### src/rtl/azw_pkg.sv
// Package: shared types for the audio zero-run detector.
// Assumes a 2-bit selector that can address at most three channels.
package azw_pkg;

    // Encodings of the indicator-source selector
    typedef enum logic [1:0] {
        SEL_ALL = 2'b00,
        SEL_CH1 = 2'b01,
        SEL_CH2 = 2'b10,
        SEL_CH3 = 2'b11
    } flag_sel_e;

    // Highest channel count the selector encoding can address
    localparam int unsigned MAX_SEL_CH = 3;

endpackage

### src/rtl/zero_run_counter.sv
// Module: zero_run_counter
// Counts consecutive zero samples on one stream and flags a run of RUN_LEN.
// Assumes: data is only meaningful while valid is high; synchronous
// active-low reset; the count saturates at RUN_LEN.
module zero_run_counter #(
    parameter int unsigned SAMPLE_W = 24,
    parameter int unsigned RUN_LEN  = 1024
) (
    input  logic                clk,
    input  logic                rst_n,
    input  logic                valid,
    input  logic [SAMPLE_W-1:0] data,
    output logic                zero_flag
);

    localparam int unsigned CNT_W = $clog2(RUN_LEN + 1);
    localparam logic [CNT_W-1:0] CNT_MAX = CNT_W'(RUN_LEN);
    localparam logic [CNT_W-1:0] CNT_ONE = CNT_W'(1);

    logic [CNT_W-1:0] run_cnt;
    logic             is_zero;
    logic             at_max;

    // Purpose: classify the current sample and the saturation state
    always_comb begin
        is_zero = (data == '0);
        at_max  = (run_cnt == CNT_MAX);
    end

    // Purpose: advance, hold or clear the run count on strobed samples
    always_ff @(posedge clk) begin
        if (!rst_n) begin
            run_cnt <= '0;
        end else if (valid) begin
            if (!is_zero) begin
                run_cnt <= '0;
            end else if (!at_max) begin
                run_cnt <= run_cnt + CNT_ONE;
            end
        end
    end

    // Purpose: the flag is the saturated state of the counter
    assign zero_flag = at_max;

    // count never passes the threshold
    p_no_overflow_r3: assert property (@(posedge clk) disable iff (!rst_n)
        run_cnt <= CNT_MAX);

    // a set flag survives further zero samples
    p_flag_sticky_r3: assert property (@(posedge clk) disable iff (!rst_n)
        (zero_flag && valid && is_zero) |=> zero_flag);

    // a strobed nonzero sample drops the flag at that edge
    p_clear_nonzero_r2: assert property (@(posedge clk) disable iff (!rst_n)
        (valid && !is_zero) |=> !zero_flag);

    // without a strobe the count is frozen
    p_hold_no_valid_r4: assert property (@(posedge clk) disable iff (!rst_n)
        !valid |=> $stable(run_cnt));

    // the flag can only rise on a strobed zero sample
    p_rise_on_zero_r1: assert property (@(posedge clk) disable iff (!rst_n)
        $rose(zero_flag) |-> $past(valid && is_zero));

    // reset leaves the count empty
    p_reset_clear_r8: assert property (@(posedge clk)
        !rst_n |=> (run_cnt == '0));

endmodule

### src/rtl/mute_router.sv
// Module: mute_router
// Selects the flag (or AND of all flags) for the mute indicator and gates
// per-channel mute requests with the auto-mute enable.
// Assumes: NUM_CH <= 3; selector codes above NUM_CH give a 0 indicator.
module mute_router
    import azw_pkg::*;
#(
    parameter int unsigned NUM_CH = 3
) (
    input  logic              clk,
    input  logic              rst_n,
    input  logic [NUM_CH-1:0] flags,
    input  logic [1:0]        sel,
    input  logic              auto_en,
    output logic              mute_ind,
    output logic [NUM_CH-1:0] mute_req
);

    flag_sel_e   sel_e;
    logic        all_zero;
    logic [1:0]  ch_idx;

    // Purpose: decode the selector and pick the indicator source
    always_comb begin
        sel_e    = flag_sel_e'(sel);
        all_zero = &flags;
        ch_idx   = sel - 2'd1;
        mute_ind = 1'b0;
        if (sel_e == SEL_ALL) begin
            mute_ind = all_zero;
        end else if (int'(ch_idx) < int'(NUM_CH)) begin
            mute_ind = flags[ch_idx];
        end
    end

    // Purpose: per-channel automatic mute gating
    generate
        for (genvar c = 0; c < NUM_CH; c++) begin : g_req
            assign mute_req[c] = flags[c] & auto_en;
        end
    endgenerate

    // all-channel mode never indicates while any channel is live
    p_all_mode_r5: assert property (@(posedge clk) disable iff (!rst_n)
        (sel == 2'b00 && !(&flags)) |-> !mute_ind);

    // single-channel mode indicates only when some flag is set
    p_single_src_r6: assert property (@(posedge clk) disable iff (!rst_n)
        (sel != 2'b00 && flags == '0) |-> !mute_ind);

    // no request without enable
    p_req_gate_r7: assert property (@(posedge clk) disable iff (!rst_n)
        !auto_en |-> (mute_req == '0));

    // a request always has a matching flag
    p_req_subset_r7: assert property (@(posedge clk) disable iff (!rst_n)
        (mute_req & ~flags) == '0);

endmodule

### src/rtl/audio_zero_watch.sv
// Module: audio_zero_watch (top)
// One zero-run counter per channel plus the mute indicator router.
// Assumes: channel c+1 sample at smp_data[c*SAMPLE_W +: SAMPLE_W];
// synchronous active-low reset.
module audio_zero_watch
    import azw_pkg::*;
#(
    parameter int unsigned NUM_CH   = 3,
    parameter int unsigned SAMPLE_W = 24,
    parameter int unsigned RUN_LEN  = 1024
) (
    input  logic                       clk,
    input  logic                       rst_n,
    input  logic [NUM_CH-1:0]          smp_valid,
    input  logic [NUM_CH*SAMPLE_W-1:0] smp_data,
    input  logic [1:0]                 flag_sel,
    input  logic                       auto_mute_en,
    output logic [NUM_CH-1:0]          zero_flag,
    output logic                       mute_ind,
    output logic [NUM_CH-1:0]          mute_req
);

    // Purpose: instantiate one run counter per channel
    generate
        for (genvar c = 0; c < NUM_CH; c++) begin : g_ch
            zero_run_counter #(
                .SAMPLE_W (SAMPLE_W),
                .RUN_LEN  (RUN_LEN)
            ) u_cnt (
                .clk       (clk),
                .rst_n     (rst_n),
                .valid     (smp_valid[c]),
                .data      (smp_data[c*SAMPLE_W +: SAMPLE_W]),
                .zero_flag (zero_flag[c])
            );
        end
    endgenerate

    // Purpose: indicator selection and auto-mute gating
    mute_router #(
        .NUM_CH (NUM_CH)
    ) u_route (
        .clk      (clk),
        .rst_n    (rst_n),
        .flags    (zero_flag),
        .sel      (flag_sel),
        .auto_en  (auto_mute_en),
        .mute_ind (mute_ind),
        .mute_req (mute_req)
    );

    // Parameter sanity: the selector cannot address more than three channels
    initial begin
        p_ch_limit: assert (NUM_CH >= 1 && NUM_CH <= MAX_SEL_CH);
    end

endmodule

### config.mk
export PLATFORM = sky130hd
export DESIGN_NAME = audio_zero_watch
export DESIGN_NICKNAME = d
export VERILOG_FILES = /design/src/rtl/azw_pkg.sv /design/src/rtl/zero_run_counter.sv /design/src/rtl/mute_router.sv /design/src/rtl/audio_zero_watch.sv
export SDC_FILE = /design/constraint.sdc
export NUM_CORES = 1
export LEC_CHECK = 0
export ABC_AREA = 1
export BUFFER_PORTS_ARGS = -buffer_cell sky130_fd_sc_hd__buf_2
export CORE_ASPECT_RATIO = 0.7
export CORE_UTILIZATION = 35
export CTS_CLUSTER_DIAMETER = 40
export CTS_CLUSTER_SIZE = 10
export DETAILED_ROUTE_END_ITERATION = 7
export PLACE_DENSITY = 0.59
export SETUP_SLACK_MARGIN = 0.02
export SLEW_MARGIN = 20
export SYNTH_ARGS = -nofsm -noshare
export SYNTH_HDL_FRONTEND = slang
export SYNTH_HIERARCHICAL = 1
export SYNTH_SLANG_ARGS = --single-unit
export TNS_END_PERCENT = 1
### constraint.sdc
create_clock -name clk -period 2.1 [get_ports clk]
set_input_delay 0 -clock clk [delete_from_list [all_inputs] [get_ports clk]]
set_output_delay 0 -clock clk [all_outputs]
set_load 0.02 [all_outputs]
# Yosys cells after proc, flatten, opt, wreduce, memory -nomap -nowiden
# Index checks and enable logic that the tools add are counted.
[totals] in_bits=80 output_inout_bits=7 ff_bits=33 wordCells=36
[op_classes] add_sub_neg=4 n_bitwise=3 muxes=10 eq_ne=6 n_reduce_logical=8 order_cmp=2
[ops] cell="24-bit zero test" n=3
[ops] cell="11-bit two-way mux" n=6
[ops] cell="11-bit by 1-bit adder with 11-bit output, second input constant" n=3
[ops] cell="11-bit == test, second input constant" n=3
[ops] cell="2-bit != test, second input constant" n=3
[ops] cell="2-bit AND reduction" n=3
[ops] cell="1-bit AND" n=3
[ops] cell="2-bit by 3-bit < comparator with 1-bit output, second input constant" n=1
[ops] cell="1-bit two-way mux" n=3
[ops] cell="3-bit AND reduction" n=1
[ops] cell="1-bit binary-select mux with 2-bit select" n=1
[ops] cell="2-bit zero test" n=1
[ops] cell="2-bit < comparator, second input constant" n=1
[ops] cell="2-bit by 1-bit subtractor with 2-bit output, second input constant" n=1

# Depth between registers and ports, before layout
# Gate-level depths: netlist (run 1).
[depth] depth_word=5 ltp_mapped=11 mapped_depth_nobuf=11

# Modules after synthesis
# The synthesis (run 1) kept the hierarchy.
[modules_own_cells] module="zero_run_counter" seq_area_each_um2=220.2 instances=3 area_per_inst_um2=883.3 cells_per_inst=145
[modules_own_cells] module="mute_router" seq_area_each_um2=0.0 instances=1 area_per_inst_um2=81.3 cells_per_inst=18

# Worst setup path before layout (run 1)
# OpenSTA, ideal clock, no wires.
[synth_timing] path_kind="flip-flop to flip-flop" startpoint="reg g_ch[1].u_cnt.run_cnt[0]" endpoint="reg g_ch[1].u_cnt.run_cnt[9]" setup_slack_ps=689 path_stages_with_launch=10 setup_time_ps=113 required_time_ps=1987 path_buffers=0 arrival_time_ps=1298 period_less_slack_ps=1411 path_cell_list="dfxtp_1 > inv_1 > ha_1 > nand3_1 > nor2_4 > nand4_4 > nand2_4 > nand2_1 > nand2_1 > nor2_1"
[synth_via] elab_chain_cells=3 word_cells_on_any_way=6 classes_between="add/sub (1); eq/ne (2); mux (2); reduce/logical (1)"
[synth_lines] element="start: declaration" line_no="zero_run_counter.sv:20" text="logic [CNT_W-1:0] run_cnt;"
[synth_lines] element="start signal: assignment" line_no="zero_run_counter.sv:38" text="run_cnt <= run_cnt + CNT_ONE;"
[synth_lines] element="11-bit == test" line_no="zero_run_counter.sv:27" text="at_max = (run_cnt == CNT_MAX);"
[synth_lines] element="named net zero_flag[1]" line_no="audio_zero_watch.sv:18" text="output logic [NUM_CH-1:0] zero_flag,"
[synth_lines] element="2-bit != test (no line)"
[synth_lines] element="2-bit AND reduction (no line)"
# The timed path passes the listed nets, and every way through them passes these cells. The select of a mux whose other input is x is not followed.
# A chain may end at the register's enable or synchronous reset.

# Final worst setup path (run 1)
[layout_timing] startpoint="reg g_ch[2].u_cnt.run_cnt[0]" endpoint="out mute_ind"
[layout_via] elab_chain_cells=5 word_cells_on_any_way=6 classes_between="eq/ne (1); mux (4); reduce/logical (1)"
[layout_lines] element="start: declaration" line_no="zero_run_counter.sv:20"
[layout_lines] element="start signal: assignment" line_no="zero_run_counter.sv:38"
[layout_lines] element="11-bit == test (*)" line_no="zero_run_counter.sv:27"
[layout_lines] element="1-bit binary-select mux with 2-bit select" line_no="mute_router.sv:32" text="mute_ind = flags[ch_idx];"
[layout_lines] element="1-bit two-way mux (not written as such)" line_no="mute_router.sv:32"
[layout_lines] element="1-bit two-way mux" line_no="mute_router.sv:31" text="end else if (int'(ch_idx) < int'(NUM_CH)) begin"
[layout_lines] element="1-bit two-way mux (*)" line_no="mute_router.sv:29" text="if (sel_e == SEL_ALL) begin"
[layout_lines] element="end: declaration" line_no="audio_zero_watch.sv:19" text="output logic mute_ind,"
# Mark *: on every way between the ends. The rest lies on a longest branch, timed or not. The select of a mux whose other input is x is not followed.

==> flow_summary.yaml, run 1 <==
synth:
  synth_cell_types: 22
  synth-xor-area-share_pct: 2.89
  yosys_warnings: 6
  synth_compound_area_share_pct: 6.78
  synth_top_family_by_area: "simple AND/OR/NAND/NOR gates"
  synth.area.mux_share_pct: 0
  postSynthCellCount: 453
  ys_seq_elements: 33
  synth_adder_area_share_pct: 3.21
  syn_avg_cell_area_um2: 6.03
  syn_area_um2: 2730
  synth_nets: 540
  seq_area_frac_synth_pct: 24.2
  yosys.area_share.simple_pct: 54.7
power_and_ir_drop:
  vdd_drop_max_v: 0.000242
  power_density_nw_per_um2: 413
  p_leak_nw: 1.64
detailed_routing:
  viasPerCell: 4.69
  first_pass_iters: 4
  dr_total_vias: 3007
  drtIter0Drc: 106
  wl_met3_um: 306
  met2_length_mm: 3.15
  route.detailed.drc: 0
  wl_per_cell_um: 11.4
  ant_nets: 0
  topRoutingLayerUsed: "met4"
  wirelength_mm: 7.29
  wl_met1_mm: 3.79
sta:
  max_freq_ghz: 0.571
  maxSlewViolCount: 0
  fin_ws_ns: 0.348
  fin_skew_ns: 0.00748
  hold_ws_ns: 0.101
  tightest_slew_ns: 0.336
  setup_viol_count_final: 0
  relSlewSlack_pct: 77.6
  layout_min_cycle_time_ns: 1.75
  fin_crit_sh_pct: 83.4
  rsz0062_at_grt: "no"
  fin_tns_setup_ns: 0
  hold_viol: 0
setup_path:
  timing.rr.start: "g_ch[1].u_cnt/run_cnt[0]$_SDFFE_PN0P_"
  critical-path-max-stage-delay_ns: 0.35
  cp_max_fo: 5
  timing.rr.end: "g_ch[1].u_cnt/run_cnt[3]$_SDFFE_PN0P_"
  rrSetupSlack_ns: 0.53
  arrival_ns: 1.75
  end_kind: "output port"
  cp-start-kind: "flop"
  required_ns: 2.10
  path_cells: "inv_1, ha_1, nand3_1, nor2_4, nand2_1, a21oi_1, nand2_1, nand2_1, buf_2"
  cp_slowest_cell: "dfxtp_1"
  reg2reg_depth: 8
  critical-path-top-cell-by-count: "nand2_1"
  setup.worst_path.class: "reg -> out"
clocking:
  clock_latency_ns: 0.29
  cts_made_buffers: 5
  clock-sinks: 33
  cts_buffer_depth: 2
  cts-htree-levels: 2
  path_clk_slew_ns: 0.07
  cts_hold_buf: 0
  cts_resized: 0
  cts_tree: "done"
  cts_root_buffer: "clkbuf_8"
  postCtsSetupBuffers: 0
final_layout:
  layout.nets: 630
  area_growth_syn_to_layout_pct: 23.0
  top_register: "g_ch.u_cnt/run_cnt"
  fin_area_um2: 3360
  diodes: 0
  largest_registers: "g_ch.u_cnt/run_cnt x33"
  drive_above_1_share_pct: 25.2
  fin_cells: 641
  largest_reg_flops: 33
placement:
  place_area_um2: 3270
  dp_hpwl_mm: 5.72
  placed_cells: 634
  io_buffers: 86
  dp_slack_ns: 0.531
  gp_congestion: 0.827
global_routing:
  first_global_vias: 2771
  grt_max_degree: 16
  track_usage_pct: 19.2
  antenna_found_initial: 0
  grt_pass1_wl_mm: 12.6
  grt.overflow.total: 0
floorplanning:
  dieArea_um2: 8170
  die_x_um: 108
  initial_core_util_pct: 36.8
  io_pins: 87
  rows: 26
  die_y_um: 75.9
  coreArea_um2: 7420
worst_hold_path:
  holdPathEnd: "g_ch[0].u_cnt/run_cnt[7]$_SDFFE_PN0P_"
  hold_class: "in -> reg"
  min-delay-start: "rst_n"
  whs_path_depth: 3
status:
  outcome: "finished clean"
run:
  drv_cap: 0
-- synthesized netlist by cell type, drive strengths merged --
library cell  number  area share [%]
nor2             120              20
nand2            119              17
inv               57             7.8
a21oi             34             6.2
dfxtp             33              24
nand3             28             6.2
nand4             25             7.4
nor3               9             1.6
xor2               9             2.9
ha                 7             3.2
clkbuf             3            0.41
nand3b             3            0.82
o21ai              3            0.55
or2                3            0.69
-- report_power, final --
group	switching (W)	leakage (nW)	internal [W]	total (W)
combinational	0.000127	1.32	0.000100	0.000228
clock	0.000249	0.0443	0.000261	0.000509
sequential	0.0000134	0.268	0.000637	0.000650
total	0.000390	1.64	0.000997	0.00139
-- worst max-delay path by stage --
stage                     slack [ns]                                  start                               endpoint  cells past startpoint
after detailed placement        0.53  g_ch[2].u_cnt/run_cnt[0]$_SDFFE_PN0P_  g_ch[2].u_cnt/run_cnt[9]$_SDFFE_PN0P_                      9
after global placement          0.56  g_ch[2].u_cnt/run_cnt[0]$_SDFFE_PN0P_  g_ch[2].u_cnt/run_cnt[9]$_SDFFE_PN0P_                      9
final                           0.35  g_ch[2].u_cnt/run_cnt[0]$_SDFFE_PN0P_                               mute_ind                      9
after global routing            0.24  g_ch[2].u_cnt/run_cnt[0]$_SDFFE_PN0P_                               mute_ind                      9
after CTS                       0.31  g_ch[2].u_cnt/run_cnt[0]$_SDFFE_PN0P_                               mute_ind                      9
after floorplan                 0.69  g_ch[1].u_cnt/run_cnt[0]$_SDFFE_PN0P_  g_ch[1].u_cnt/run_cnt[9]$_SDFFE_PN0P_                      9
-- per-layer routing --
layer | GRT usage (%) | up-vias
met5 | 0 | -
li1 | - | 1617
met3 | 4.13 | 4
met4 | 4.11 | 0
met1 | 27.6 | 1326
met2 | 29.2 | 60
-- final cells by class --
cell class,count,area (um2)
fillers,795,4060
multi-input cells,360,1850
flip-flops and latches,33,661
repair buffers,86,430
inverters,57,214
well taps,98,123
clock buffers,7,86.3
-- placed cells by master (no fill, tap or decap), types with 7 or more instances in the layout --
cell     Yosys  final
a21oi_1     34     34
buf_2        0     86
dfxtp_1     33     33
ha_1         7      7
inv_1       51     51
nand2_1    113    113
nand3_1     22     22
nand4_1     22     22
nor2_1      99     99
nor2_2      15     15
nor3_1       9      9
xor2_1       9      9
-- stage by stage --
stage | total power, W | utilization, %
floorplan | 0.000778 | -
global placement | 0.000888 | 44.1
detailed placement | 0.000892 | 44.1
CTS | 0.00141 | 45.3
global route | 0.00147 | 45.3
finish | 0.00139 | 45.3
-- kinds of logic (layout without fill, tap and decap cells) --
group | count (synthesis) | in the layout
simple gates | 307 | 307
flops | 33 | 33
compound gates | 37 | 37
fa+ha+maj | 7 | 7
xor+xnor | 9 | 9
buf+inv | 60 | 150
-- critical path: cells and delay by family, from the launching register on --
| family | cells | cell delay, ns |
|---|---|---|
| buffers and inverters | 2 | 0.25 |
| adder cells (fa/ha/maj) | 1 | 0.15 |
| AO/OA/AOI/OAI | 1 | 0.13 |
| AND/OR/NAND/NOR | 5 | 0.57 |
| flip-flops | 1 | 0.35 |
Power figures use the tool's default switching activity.
==> run 2: changes to the inputs <==
--- a/config.mk
+++ b/config.mk
@@ -5,14 +5,14 @@
 export SDC_FILE = /design/constraint.sdc
 export NUM_CORES = 1
 export LEC_CHECK = 0
-export ABC_AREA = 1
+export ABC_AREA = 0
 export BUFFER_PORTS_ARGS = -buffer_cell sky130_fd_sc_hd__buf_2
 export CORE_ASPECT_RATIO = 0.7
 export CORE_UTILIZATION = 35
 export CTS_CLUSTER_DIAMETER = 40
 export CTS_CLUSTER_SIZE = 10
 export DETAILED_ROUTE_END_ITERATION = 7
-export PLACE_DENSITY = 0.59
+export PLACE_DENSITY = 0.6
 export SETUP_SLACK_MARGIN = 0.02
 export SLEW_MARGIN = 20
 export SYNTH_ARGS = -nofsm -noshare
==> constraint.sdc (replaced) <==
create_clock -name clk -period 1.8 [get_ports clk]
set_input_delay 0 -clock clk [delete_from_list [all_inputs] [get_ports clk]]
set_output_delay 0 -clock clk [all_outputs]
set_load 0.02 [all_outputs]
==> flow_summary.yaml, run 2 <==
status:
  outcome: "finished clean"
power_and_ir_drop:
  power_density_nw_per_um2: 525
  vdd_drop_max_v: 0.000411
  p_leak_nw: 1.43
global_routing:
  grt_pass1_wl_mm: 12.4
  grt.overflow.total: 0
  antenna_found_initial: 0
  grt_max_degree: 24
  track_usage_pct: 19.7
  first_global_vias: 2488
synth:
  synth_cell_types: 35
  yosys_warnings: 6
  ys_seq_elements: 33
  synthTopCellsByCount: "dfxtp_1, nand3_1, nand2_1"
  ys_top_cells_by_area: "dfxtp_1, nand3_1, nand4_1"
  syn_avg_cell_area_um2: 8.49
  synth-edff-count: 0
  synth_top_area_share_pct: 25.3
  async_flop_share_pct: 0
  synth_ff_type: "dfxtp_1"
  seq_area_frac_synth_pct: 25.3
  syn_area_um2: 2620
  yosysTopAreaCell: "dfxtp_1"
  synth_nets: 395
  postSynthCellCount: 308
  synth.most_common_cell: "dfxtp_1"
sta:
  maxSlewViolCount: 0
  tightest_slew_ns: 0.494
  rsz0062_at_grt: "yes"
  max_freq_ghz: 0.558
  hold_viol: 0
  relSlewSlack_pct: 67.0
  fin_crit_sh_pct: 99.6
  setup_viol_count_final: 0
  fin_skew_ns: 0.0127
  fin_tns_setup_ns: 0
  layout_min_cycle_time_ns: 1.79
final_layout:
  fin_cells: 490
  area_growth_syn_to_layout_pct: 28.4
  fin_area_um2: 3360
  layout.nets: 482
  layout_commonest_cell: "buf_2"
  diodes: 0
  largest_registers: "g_ch.u_cnt/run_cnt x33"
  layout_common_cells: "buf_2, nand3_1, dfxtp_1"
  drive_above_1_share_pct: 36.1
  largest_reg_flops: 33
  final_util_pct: 48.1
  top_register: "g_ch.u_cnt/run_cnt"
setup_path:
  rrSetupSlack_ns: 0.25
  arrival_ns: 1.79
  critical-path-max-stage-delay_ns: 0.36
  cp_slowest_cell: "dfxtp_1"
  path_cells: "nor4_4, nand4b_1, inv_2, mux2i_1, o311ai_2, buf_4"
  cp-start-kind: "flop"
  cp_max_fo: 5
  required_ns: 1.80
  end_kind: "output port"
  setup.worst_path.class: "reg -> out"
worst_hold_path:
  hold_class: "in -> reg"
placement:
  dp_hpwl_mm: 5.37
  gp_congestion: 0.836
  place_area_um2: 3150
  placed_cells: 480
  io_buffers: 86
detailed_routing:
  wl_per_cell_um: 15.2
  drtIter0Drc: 185
  route.detailed.drc: 0
  ant_nets: 0
  dr_total_vias: 2869
  viasPerCell: 5.86
  first_pass_iters: 4
  wirelength_mm: 7.45
clocking:
  cts_made_buffers: 5
  cts-htree-levels: 2
  cts_buffer_depth: 2
  cts_tree: "done"
  clock-sinks: 33
  cts_root_buffer: "clkbuf_8"
  cts_hold_buf: 0
  clock_latency_ns: 0.29
  path_clk_slew_ns: 0.08
floorplanning:
  coreArea_um2: 6980
  die_x_um: 105
  rows: 25
  dieArea_um2: 7830
  initial_core_util_pct: 37.5
  io_pins: 87
  die_y_um: 74.3
run:
  drv_cap: 0
run 2: changes by cell type in the layout (fill, tap and decap cells not counted), sizes merged, moves of 12 or more:
cell | previous run | this run
nand2 | 119 | 30
o311ai | 0 | 16
buf | 86 | 98
and3 | 0 | 21
a21oi | 34 | 0
nor4 | 0 | 15
inv | 57 | 18
nor2 | 120 | 3
run 2: kinds of logic (layout without fill, tap and decap cells):
kind of cell / after synthesis / in the layout / synth area share (%)
buffers and inverters: 36 / 124 / 6.03
AO/OA/AOI/OAI: 49 / 49 / 18.7
adder cells (fa/ha/maj): 7 / 7 / 3.35
AND/OR/NAND/NOR: 182 / 182 / 46.3
flip-flops: 33 / 33 / 25.3
multiplexers: 1 / 1 / 0.383
run 2: repair_timing:
item | in CTS | in global routing
endpoints found under the setup margin | 1 | 1
resized for setup | 7 | 7
pin swaps | 3 | 2
endpoints found under the hold margin | 0 | 0
setup buffers | 1 | 1
run 2: path summary, 6_finish.rpt:
path                                          from                                     to  cells past startpoint
min                                   smp_valid[2]  g_ch[2].u_cnt/run_cnt[8]$_SDFFE_PN0P_                      3
max          g_ch[1].u_cnt/run_cnt[6]$_SDFFE_PN0P_                               mute_ind                      6
min reg2reg  g_ch[2].u_cnt/run_cnt[7]$_SDFFE_PN0P_  g_ch[2].u_cnt/run_cnt[7]$_SDFFE_PN0P_                      2
max reg2reg  g_ch[2].u_cnt/run_cnt[0]$_SDFFE_PN0P_  g_ch[2].u_cnt/run_cnt[6]$_SDFFE_PN0P_                      7
run 2: where the power goes:
part	internal [W]	switching, W
sequential	0.000728	0.00000000000564
clock	0.000551	0.000300
combinational	0.0000869	0.0000981
run 2: stage by stage:
step / total power, W / worst slack [ns] / hold slack (ns)
floorplan: 0.000818 / 0.154 / 0.152
global placement: 0.000926 / 0.255 / 0.337
detailed placement: 0.000931 / 0.251 / 0.339
CTS: 0.00180 / 0.0202 / 0.0155
global route: 0.00183 / -0.105 / 0.0186
finish: 0.00176 / 0.00662 / 0.0245
run 2: critical path: cells and delay by family (launching register included):
kind	cells	cell delay [ns]
simple gates	2	0.49
buf+inv	2	0.31
compound gates	1	0.26
mux	1	0.08
flops	1	0.36
run 2: metal layers:
metal / share of wire, % / vias up / global-route usage (%)
li1: - / 1414 / -
met1: 48 / 1350 / 27.9
met2: 46 / 99 / 31.1
met3: 5.7 / 6 / 3.59
met4: 0.52 / 0 / 5.01
met5: 0 / - / 0
run 2: cell type report:
class	instances	area, um2
Clock buffer	5	68.8
Clock inverter	3	65.1
Multi-Input combinational cell	239	1850
Timing Repair Buffer	98	523
Tap cell	94	118
Sequential cell	33	667
Fill cell	672	3620
Inverter	18	67.6
